--- src/rtl/ptw_pkg.sv ---
package ptw_pkg;

   typedef enum logic [1:0] {
      ACC_READ  = 2'b00,
      ACC_WRITE = 2'b01,
      ACC_EXEC  = 2'b10,
      ACC_RSVD  = 2'b11
   } acc_e;

   typedef enum logic [1:0] {
      FLT_NONE = 2'b00,
      FLT_NO_L2 = 2'b01,
      FLT_ABSENT = 2'b10,
      FLT_RIGHTS = 2'b11
   } fault_e;

   typedef enum logic [2:0] {
      S_IDLE,
      S_READ_L1,
      S_WAIT_L1,
      S_READ_L2,
      S_WAIT_L2,
      S_DONE,
      S_FAULT
   } walk_state_e;

   // entry flag positions (decoded by the walker and by the translation buffer)
   localparam int unsigned ENT_VALID = 0;
   localparam int unsigned ENT_RD    = 1;
   localparam int unsigned ENT_WR    = 2;
   localparam int unsigned ENT_EX    = 3;

endpackage

--- src/rtl/ptw_entry_addr.sv ---
// Forms the byte address of one table entry: base + index * entry size.
module ptw_entry_addr #(
   parameter int unsigned ADDR_W  = 32,
   parameter int unsigned IDX_W   = 10,
   parameter int unsigned ENT_W   = 32
) (
   input  logic [ADDR_W-1:0] base,
   input  logic [IDX_W-1:0]  idx,
   output logic [ADDR_W-1:0] addr
);
   localparam int unsigned ENT_BYTES = ENT_W / 8;
   localparam int unsigned SHIFT     = $clog2(ENT_BYTES);

   if (ENT_W % 8 != 0 || (1 << SHIFT) != ENT_BYTES) begin : g_bad_ent
      $error("ptw_entry_addr: entry width must be a power-of-two byte count");
   end
   if (IDX_W + SHIFT > ADDR_W) begin : g_bad_idx
      $error("ptw_entry_addr: scaled index wider than address");
   end

   logic [ADDR_W-1:0] scaled;

   always_comb begin
      scaled = '0;
      scaled[IDX_W+SHIFT-1:0] = {idx, {SHIFT{1'b0}}};
   end

   assign addr = base + scaled;

endmodule

--- src/rtl/ptw_rights.sv ---
// Decides whether an entry's rights permit the requested access.
module ptw_rights #(
   parameter bit EXEC_NEEDS_X = 1'b1
) (
   input  ptw_pkg::acc_e acc,
   input  logic          can_rd,
   input  logic          can_wr,
   input  logic          can_ex,
   output logic          allowed
);
   import ptw_pkg::*;

   if (EXEC_NEEDS_X) begin : g_split_exec
      always_comb begin
         unique case (acc)
            ACC_READ:  allowed = can_rd;
            ACC_WRITE: allowed = can_wr;
            ACC_EXEC:  allowed = can_ex;
            default:   allowed = 1'b0;
         endcase
      end
   end else begin : g_exec_as_read
      logic unused_ex;
      assign unused_ex = can_ex;
      always_comb begin
         unique case (acc)
            ACC_READ:  allowed = can_rd;
            ACC_WRITE: allowed = can_wr;
            ACC_EXEC:  allowed = can_rd;
            default:   allowed = 1'b0;
         endcase
      end
   end

endmodule

--- src/rtl/ptw_walker.sv ---
module ptw_walker #(
   parameter int unsigned VA_W     = 32,
   parameter int unsigned PA_W     = 32,
   parameter int unsigned ENT_W    = 32,
   parameter int unsigned L1_IDX_W = 10,
   parameter int unsigned L2_IDX_W = 10,
   parameter int unsigned OFF_W    = 12,
   parameter bit          EXEC_NEEDS_X = 1'b1
) (
   input  logic             clk,
   input  logic             rst_n,
   input  logic [PA_W-1:0]  ptbr,
   input  logic             req_valid,
   output logic             req_ready,
   input  logic [VA_W-1:0]  req_vaddr,
   input  logic [1:0]       req_acc,
   output logic             mem_rd_valid,
   output logic [PA_W-1:0]  mem_rd_addr,
   input  logic             mem_rsp_valid,
   input  logic [ENT_W-1:0] mem_rsp_data,
   output logic             res_valid,
   output logic [1:0]       res_fault,
   output logic [PA_W-1:0]  res_paddr,
   output logic [ENT_W-1:0] res_pte
);
   import ptw_pkg::*;

   localparam int unsigned PFN_W  = PA_W - OFF_W;
   localparam int unsigned L2_LSB = OFF_W;
   localparam int unsigned L1_LSB = OFF_W + L2_IDX_W;

   if (VA_W != L1_IDX_W + L2_IDX_W + OFF_W) begin : g_bad_va
      $error("ptw_walker: index and offset widths must cover the virtual address");
   end
   if (ENT_W < PFN_W + ENT_EX + 1) begin : g_bad_ent
      $error("ptw_walker: entry too narrow for frame number and flags");
   end

   walk_state_e       state, state_n;
   logic [VA_W-1:0]   vaddr_q;
   acc_e              acc_q;
   logic [PA_W-1:0]   base_q;
   logic [ENT_W-1:0]  ent_q;
   fault_e            fault_q;

   logic [PA_W-1:0]   l1_addr, l2_addr, l2_base;
   logic              rsp_ok_valid, rights_ok;

   assign l2_base = {ent_q[ENT_W-1 -: PFN_W], {OFF_W{1'b0}}};

   ptw_entry_addr #(.ADDR_W(PA_W), .IDX_W(L1_IDX_W), .ENT_W(ENT_W)) u_l1_addr (
      .base (base_q),
      .idx  (vaddr_q[L1_LSB +: L1_IDX_W]),
      .addr (l1_addr)
   );

   ptw_entry_addr #(.ADDR_W(PA_W), .IDX_W(L2_IDX_W), .ENT_W(ENT_W)) u_l2_addr (
      .base (l2_base),
      .idx  (vaddr_q[L2_LSB +: L2_IDX_W]),
      .addr (l2_addr)
   );

   ptw_rights #(.EXEC_NEEDS_X(EXEC_NEEDS_X)) u_rights (
      .acc     (acc_q),
      .can_rd  (mem_rsp_data[ENT_RD]),
      .can_wr  (mem_rsp_data[ENT_WR]),
      .can_ex  (mem_rsp_data[ENT_EX]),
      .allowed (rights_ok)
   );

   assign rsp_ok_valid = mem_rsp_data[ENT_VALID];

   // next-state sequencing
   always_comb begin
      state_n = state;
      unique case (state)
         S_IDLE:    if (req_valid) state_n = S_READ_L1;
         S_READ_L1: state_n = S_WAIT_L1;
         S_WAIT_L1: if (mem_rsp_valid) state_n = rsp_ok_valid ? S_READ_L2 : S_FAULT;
         S_READ_L2: state_n = S_WAIT_L2;
         S_WAIT_L2: if (mem_rsp_valid) state_n = (rsp_ok_valid && rights_ok) ? S_DONE : S_FAULT;
         S_DONE:    state_n = S_IDLE;
         S_FAULT:   state_n = S_IDLE;
         default:   state_n = S_IDLE;
      endcase
   end

   always_ff @(posedge clk) begin
      if (!rst_n) begin
         state   <= S_IDLE;
         vaddr_q <= '0;
         acc_q   <= ACC_READ;
         base_q  <= '0;
         ent_q   <= '0;
         fault_q <= FLT_NONE;
      end else begin
         state <= state_n;
         unique case (state)
            S_IDLE: begin
               fault_q <= FLT_NONE;
               if (req_valid) begin
                  vaddr_q <= req_vaddr;
                  acc_q   <= acc_e'(req_acc);
                  base_q  <= ptbr;
               end
            end
            S_WAIT_L1: begin
               if (mem_rsp_valid) begin
                  ent_q <= mem_rsp_data;
                  if (!rsp_ok_valid) fault_q <= FLT_NO_L2;
               end
            end
            S_WAIT_L2: begin
               if (mem_rsp_valid) begin
                  ent_q <= mem_rsp_data;
                  if (!rsp_ok_valid)   fault_q <= FLT_ABSENT;
                  else if (!rights_ok) fault_q <= FLT_RIGHTS;
                  else                 fault_q <= FLT_NONE;
               end
            end
            default: ;
         endcase
      end
   end

   assign req_ready    = (state == S_IDLE);
   assign mem_rd_valid = (state == S_READ_L1) || (state == S_WAIT_L1) ||
                         (state == S_READ_L2) || (state == S_WAIT_L2);
   assign mem_rd_addr  = (state == S_READ_L1 || state == S_WAIT_L1) ? l1_addr : l2_addr;
   assign res_valid    = (state == S_DONE) || (state == S_FAULT);
   assign res_fault    = fault_q;
   assign res_paddr    = {ent_q[ENT_W-1 -: PFN_W], vaddr_q[OFF_W-1:0]};
   assign res_pte      = ent_q;

   // an invalid top-level entry faults at once, with no further read
   a_r3_no_second_read: assert property (@(posedge clk) disable iff (!rst_n)
      (state == S_WAIT_L1 && mem_rsp_valid && !mem_rsp_data[ENT_VALID])
      |=> (res_valid && res_fault == FLT_NO_L2 && !mem_rd_valid));

   // an invalid second-level entry reports an absent page
   a_r5_absent_page: assert property (@(posedge clk) disable iff (!rst_n)
      (state == S_WAIT_L2 && mem_rsp_valid && !mem_rsp_data[ENT_VALID])
      |=> (res_valid && res_fault == FLT_ABSENT));

   // a success result always carries a valid entry
   a_r7_ok_entry_valid: assert property (@(posedge clk) disable iff (!rst_n)
      (res_valid && res_fault == FLT_NONE) |-> res_pte[ENT_VALID]);

   // an outstanding read is held unchanged until answered
   a_r8_hold_read: assert property (@(posedge clk) disable iff (!rst_n)
      (mem_rd_valid && !mem_rsp_valid) |=> (mem_rd_valid && $stable(mem_rd_addr)));

   // acceptance closes the request port
   a_r9_busy_after_accept: assert property (@(posedge clk) disable iff (!rst_n)
      (req_valid && req_ready) |=> !req_ready);

   // result strobe lasts one cycle and never overlaps readiness
   a_r9_result_pulse: assert property (@(posedge clk) disable iff (!rst_n)
      res_valid |=> !res_valid);

   a_r9_result_not_ready: assert property (@(posedge clk) disable iff (!rst_n)
      res_valid |-> !req_ready);

endmodule

--- config.mk ---
export PLATFORM = sky130hd
export DESIGN_NAME = ptw_walker
export DESIGN_NICKNAME = d
export VERILOG_FILES = /design/src/rtl/ptw_pkg.sv /design/src/rtl/ptw_entry_addr.sv /design/src/rtl/ptw_rights.sv /design/src/rtl/ptw_walker.sv
export SDC_FILE = /design/constraint.sdc
export NUM_CORES = 1
export LEC_CHECK = 0
export ABC_AREA = 1
export CAP_MARGIN = 20
export CELL_PAD_IN_SITES_DETAIL_PLACEMENT = 0
export CELL_PAD_IN_SITES_GLOBAL_PLACEMENT = 1
export CORE_AREA = 2 2 120 151
export DETAILED_ROUTE_END_ITERATION = 10
export DIE_AREA = 0 0 122 153
export PLACE_DENSITY_LB_ADDON = 0.3
export REMOVE_ABC_BUFFERS = 1
export SLEW_MARGIN = 25
export SYNTH_ARGS = -nofsm -noshare
export SYNTH_HDL_FRONTEND = slang
export SYNTH_SLANG_ARGS = --single-unit
export TNS_END_PERCENT = 10
--- constraint.sdc ---
create_clock -name clk -period 5.45 [get_ports clk]
set_input_delay 1.3625 -clock clk [delete_from_list [all_inputs] [get_ports clk]]
set_output_delay 1.3625 -clock clk [all_outputs]
set_load 0.01 [all_outputs]
==> run metrics, run 1 <==
compound-cell area share of the yosys netlist 0.140; adder and majority gate portion of the synthesized area 0.0251; Pwr Density 450 nW/um2; number of placement rows 54; H-tree levels 3; CTS tree yes; Initial Util 0.336; proportion of synthesized area in mux cells 0; fraction of layout cells with a size suffix above 1 0.0365; Overflow after GRT 0; FMAX 0.233 GHz; Reg2Reg Launch Point state[1]$_SDFFE_PN0P_; Port Buffers 202; final std cells w/o fill 1237; Syn Area/Cell 6.63 um2; post-route cell area 7860 um2; CP max-delay cell clkdlybuf4s50_1; initial antenna violation count 0; Hold Crit Class flop to flop; peak supply drop 0.322 mV; max incr delay on CP 0.54 ns; Vias 5811; RSZ-0062 raised after global routing no; later-pin clock latency in the skew report 0.35 ns; die height 153 um; gp weighted congestion 0.841; fin nets 1123; Synth Warn # 0; CP dominant cell by count nand3_1; Post-Syn Area 5790 um2; worst-path cell chain ha_1, fa_1, nand3_1, nand3_1, nand3_1, nand3_1, nand2_1, nand3_1, nand2_1, clkdlybuf4s50_1; DP HPWL 12.6 mm; worst-case clock buffer depth 2; static leakage 0.00337 uW; Setup crit start base_q[2]$_SDFFE_PN0P_; Core Footprint 17200 um2; Placed Instance Area 7550 um2; first-pass GRT wire length 28.3 mm; total power 3540 uW; hold buffers post-CTS 0; initial DRC count 220; Final min period 4.29 ns; drt via density 4.70; Yosys cell types 32; clock slew at reported path FFs 0.07 ns; Post-CTS Resized 0; I/O pin total 203; CP Data Required Time 4.09 ns; Period Utilization, post-route 0.787; worst-path maximum fanout 7; Worst setup SP type flop; critical path class flop to output port; hold_ws 0.448 ns; min-delay src vaddr_q[21]$_SDFFE_PN0P_; Root Buffer clkbuf_16; Seq/Total Area, Yosys 0.356; largest net degree at the start of global routing 66; die width 122 um; Fin. Hold Viols 0; Post-Syn Instances 873; Routed Antenna Nets 0; # setup viols final 0; simple-gate share of the synthesized area 0.315; die area 18700 um2; largest family of logic cells by synthesized area simple AND/OR/NAND/NOR gates; TritonCTS buffer count 9; placed cells 1223; Yosys reg bits 103; # Post-CTS Setup Buffers 0; DRC Markers 0; final clock skew 0.00796 ns; status finished clean; CP endpoint kind output port; diode count 0; final max-slew violation count 0; Rel. slew slack 0.532; Setup TNS 0 ns; Clock Sinks 103; Max Cap Viol 0; WL/cell 14.4 um; P&R area growth vs syn 35.7%; WP data arrival 2.93 ns; vias in the first global route 5632; Slew @ Worst Pin 0.702 ns; XOR/XNOR Fraction of Synth Area 0.00756; TritonRoute pass-1 iters 4; overall routing resource usage 0.192; overall routed net length 17.8 mm
worst paths after layout:
path / endpoint / slack, ns / depth (start not counted)
worst max-delay path: mem_rd_addr[14] / 1.16 / 10
worst min-delay path: vaddr_q[21]$_SDFFE_PN0P_ / 0.45 / 2
worst max register to register: base_q[23]$_SDFFE_PN0P_ / 2.82 / 7
worst min register to register: vaddr_q[21]$_SDFFE_PN0P_ / 0.45 / 2
per-stage QoR:
stage	util	setup slack (ns)
after floorplan	-	2.34
after global placement	0.438	1.57
after detailed placement	0.438	1.53
after CTS	0.456	1.13
after global routing	0.456	0.945
final	0.456	1.16
power breakdown:
part,switching [uW],leakage (uW),internal [uW]
Sequential,161,0.000845,962
Combinational,951,0.00239,762
Clock,302,0.000144,400
state kept, by name (all words and copies together), names as in the netlist:
register   flops
base_q        32
res_pte       32
res_fault      2
state          3
vaddr_q       32
acc_q          2
cell usage in the layout (no fill, tap or decap), types with 2 or more instances in the layout:
cell and n:
nand2_2 2, nor2_1 93, dfxtp_1 103, nand2_1 211
nor2_8 2, o21ai_1 5, nand4_1 4, xnor2_1 4
inv_2 5, nand3_1 95, clkinvlp_4 2, o22ai_1 2
inv_1 82, nor3_1 7, a21oi_1 77, clkbuf_16 9
buf_4 5, ha_1 10, clkdlybuf4s50_1 201, o21ai_0 75
nand3_2 3, and2_1 2, bufinv_16 2, nand2_4 2
cell usage after synthesis:
cell type | instances | area share
clkbuf_2 | 2 | 0.0017
xnor2_1 | 4 | 0.0060
xor2_1 | 1 | 0.0015
fa_1 | 1 | 0.0035
a21boi_0 | 1 | 0.0013
or2_2 | 1 | 0.0011
nor2_4 | 1 | 0.0019
nand2_1 | 211 | 0.14
nor2_8 | 2 | 0.0069
inv_1 | 82 | 0.053
nor3_1 | 7 | 0.0060
nand4_1 | 4 | 0.0043
inv_2 | 5 | 0.0032
ha_1 | 10 | 0.022
nor2_1 | 93 | 0.060
a21oi_1 | 77 | 0.067
nand3_1 | 95 | 0.082
buf_4 | 40 | 0.052
nor2_2 | 1 | 0.0011
and2_1 | 2 | 0.0022
o21ai_0 | 75 | 0.065
clkbuf_1 | 14 | 0.0091
nand3_2 | 3 | 0.0052
buf_6 | 14 | 0.027
nand2_2 | 2 | 0.0022
nand2_4 | 2 | 0.0039
o21ai_1 | 5 | 0.0043
nand3b_1 | 1 | 0.0013
o21a_1 | 1 | 0.0013
dfxtp_1 | 103 | 0.36
o22ai_1 | 2 | 0.0022
buf_2 | 11 | 0.0095
per-layer routing:
layer,track usage,share of wire,vias up
li1,-,-,3038
met1,0.234,0.44,2627
met2,0.331,0.50,125
met3,0.0429,0.051,21
met4,0.0602,0.019,0
met5,0,0,-
critical path: cells and delay by family, from the launching register on:
kind                       cells  cell delay, ns
adders and majority gates      2            0.68
buffers and inverters          1            0.54
DFF                            1            0.31
and+or+nand+nor                7            1.05
cells by family after synthesis:
kind of cell / after synthesis
flip-flops: 103
AND/OR/NAND/NOR: 425
AO/OA/AOI/OAI: 161
XOR/XNOR: 5
adder cells (fa/ha/maj): 11
buffers and inverters: 168
final cells by class:
type,count,area (um2)
sequential,103,2060
inverter,87,327
clock inverter,5,83.8
multi-input combinational,602,2830
fill,1847,9370
tap,224,280
clock buffer,9,225
timing repair buffer,207,2050
Note: power is estimated with default switching activity, not from simulation.
==> run 2, diff against run 1 <==
CORE_AREA = 2 2 126 158   (was 2 2 120 151)
DIE_AREA = 0 0 128 160   (was 0 0 122 153)
clock period = 4.3 ns   (was 5.45 ns; I/O delays follow)
==> run metrics, run 2 (synthesized netlist as in run 1, its figures left out) <==
Post-CTS Resized 0 (unchanged); Setup TNS 0 ns (unchanged); Fin. Hold Viols 0 (unchanged); RSZ-0062 raised after global routing no; post-route cell area 7860 um2 (about the same); overall routing resource usage 0.180 (-0.0114); critical path class flop to output port; Core Footprint 19100 um2 (+11%); die width 128 um (+4.9%); Setup WS post-layout 0.322 ns (-0.840 ns); # setup viols final 0 (unchanged); CP Data Required Time 3.22 ns (-0.87 ns); FMAX 0.251 GHz; CP endpoint kind output port; fraction of layout cells with a size suffix above 1 0.0375 (+0.000950); Pwr Density 567 nW/um2 (+26%); most common cell after layout, fill and taps aside nand2_1; dpl ws 0.672 ns (-0.853 ns); die area 20500 um2 (+9.7%); Clock Sinks 103 (unchanged); Overflow after GRT 0 (unchanged); Reg2Reg Launch Point state[1]$_SDFFE_PN0P_; placed cells 1235 (+0.98%); commonest cells after routing, fill and taps aside nand2_1, clkdlybuf4s50_1, dfxtp_1, nand3_1, nor2_1; Worst setup SP type flop; diode count 0 (unchanged); Setup crit start base_q[2]$_SDFFE_PN0P_; CP bufs+invs 1 (unchanged); Port Buffers 202 (unchanged); initial DRC count 299 (+36%); hold_ws 0.448 ns (+0.000550 ns); multi-input combinational cell area 2830 um2 (unchanged); fillers 2109 (+14%); static leakage 0.00337 uW (-0.10%); later-pin clock latency in the skew report 0.35 ns (about the same); hold buffers post-CTS 0 (unchanged); register area 2060 um2 (unchanged); Root Buffer clkbuf_16; Routed Antenna Nets 0 (unchanged); WL/cell 14.7 um (+2.0%); Final min period 3.98 ns; final std cells w/o fill 1250 (+1.1%); first-pass GRT wire length 29.2 mm (+3.2%); Vias 5828 (+0.29%); max incr delay on CP 0.53 ns (about the same); status finished clean; initial antenna violation count 0 (unchanged); # Post-CTS Setup Buffers 0 (unchanged); H-tree levels 3 (unchanged); worst-case clock buffer depth 2 (unchanged); fin nets 1123 (unchanged); CTS tree yes; Slew @ Worst Pin 0.971 ns (+0.269 ns); Period Utilization, post-route 0.925; Max Cap Viol 0 (unchanged); TritonCTS buffer count 9 (unchanged); drt via density 4.66 (-0.75%); CP max-delay cell clkdlybuf4s50_1; worst-path cell chain ha_1, fa_1, nand3_1, nand3_1, nand3_1, nand3_1, nand2_1, nand2_1, nand2_1, nand2_1, nand2_1, clkdlybuf4s50_1; Crit path max-delay family simple AND/OR/NAND/NOR gates; die height 160 um (+4.6%); WP data arrival 2.90 ns (-0.03 ns); min-delay src vaddr_q[13]$_SDFFE_PN0P_; overall routed net length 18.3 mm (+3.1%); DP HPWL 13.1 mm (+3.8%); gp weighted congestion 0.837 (-0.49%); final max-slew violation count 0 (unchanged); Rel. slew slack 0.353 (-0.179); P&R area growth vs syn 35.8% (about the same); CP dominant cell by count nand2_1; I/O pin total 203 (unchanged); worst-path maximum fanout 7 (unchanged); DRC Markers 0 (unchanged); Placed Instance Area 7570 um2 (+0.20%); number of placement rows 57 (+5.6%); TritonRoute pass-1 iters 4 (unchanged); peak supply drop 0.250 mV (-22%); final clock skew 0.0109 ns (+0.00294 ns); vias in the first global route 5723 (+1.6%); largest net degree at the start of global routing 96 (+45%); Initial Util 0.303 (-0.0331); clock slew at reported path FFs 0.07 ns (about the same); Hold Crit Class flop to flop
-- run 2: area by class of cell --
class / instances / area share
timing repair buffer: 207 / 0.261
clock inverter: 5 / 0.00748
multi-input combinational: 602 / 0.360
tap: 236 / 0.0375
inverter: 87 / 0.0415
clock buffer: 10 / 0.0304
sequential: 103 / 0.262
-- run 2: worst paths after layout --
check	slack (ns)	end	cells past startpoint
worst min-delay path	0.45	vaddr_q[13]$_SDFFE_PN0P_	2
worst min register to register	0.45	vaddr_q[13]$_SDFFE_PN0P_	2
worst max register to register	1.86	base_q[24]$_SDFFE_PN0P_	7
worst max-delay path	0.32	mem_rd_addr[30]	12
-- run 2: worst reg2reg max path, stage by stage, from the launching register on --
cell and delay (ns):
dfxtp_1 0.38, nor2_8 0.20, nand2_2 0.08, inv_2 0.06, buf_4 0.37, nand2_4 0.61, o21ai_0 0.54, a21oi_1 0.06
-- run 2: routing by layer --
layer | vias up | global-route usage | part of all wire
li1 | 3027 | - | -
met1 | 2643 | 0.218 | 0.43
met2 | 135 | 0.312 | 0.50
met3 | 23 | 0.0402 | 0.053
met4 | 0 | 0.0634 | 0.018
met5 | - | 0 | 0
-- run 2: stage by stage --
stage	util	power, uW
6_report	0.411	4460
3_5_place_dp	0.396	3670
3_3_place_gp	0.396	3670
4_1_cts	0.411	4540
5_1_grt	0.411	4790
2_1_floorplan	-	2500
-- run 2: power breakdown --
part / internal (uW) / total (uW) / switching (uW) / leakage (uW)
logic: 971 / 2180 / 1210 / 0.00239
clock network: 465 / 849 / 384 / 0.000141
registers: 1220 / 1420 / 205 / 0.000845
total: 2660 / 4460 / 1800 / 0.00337
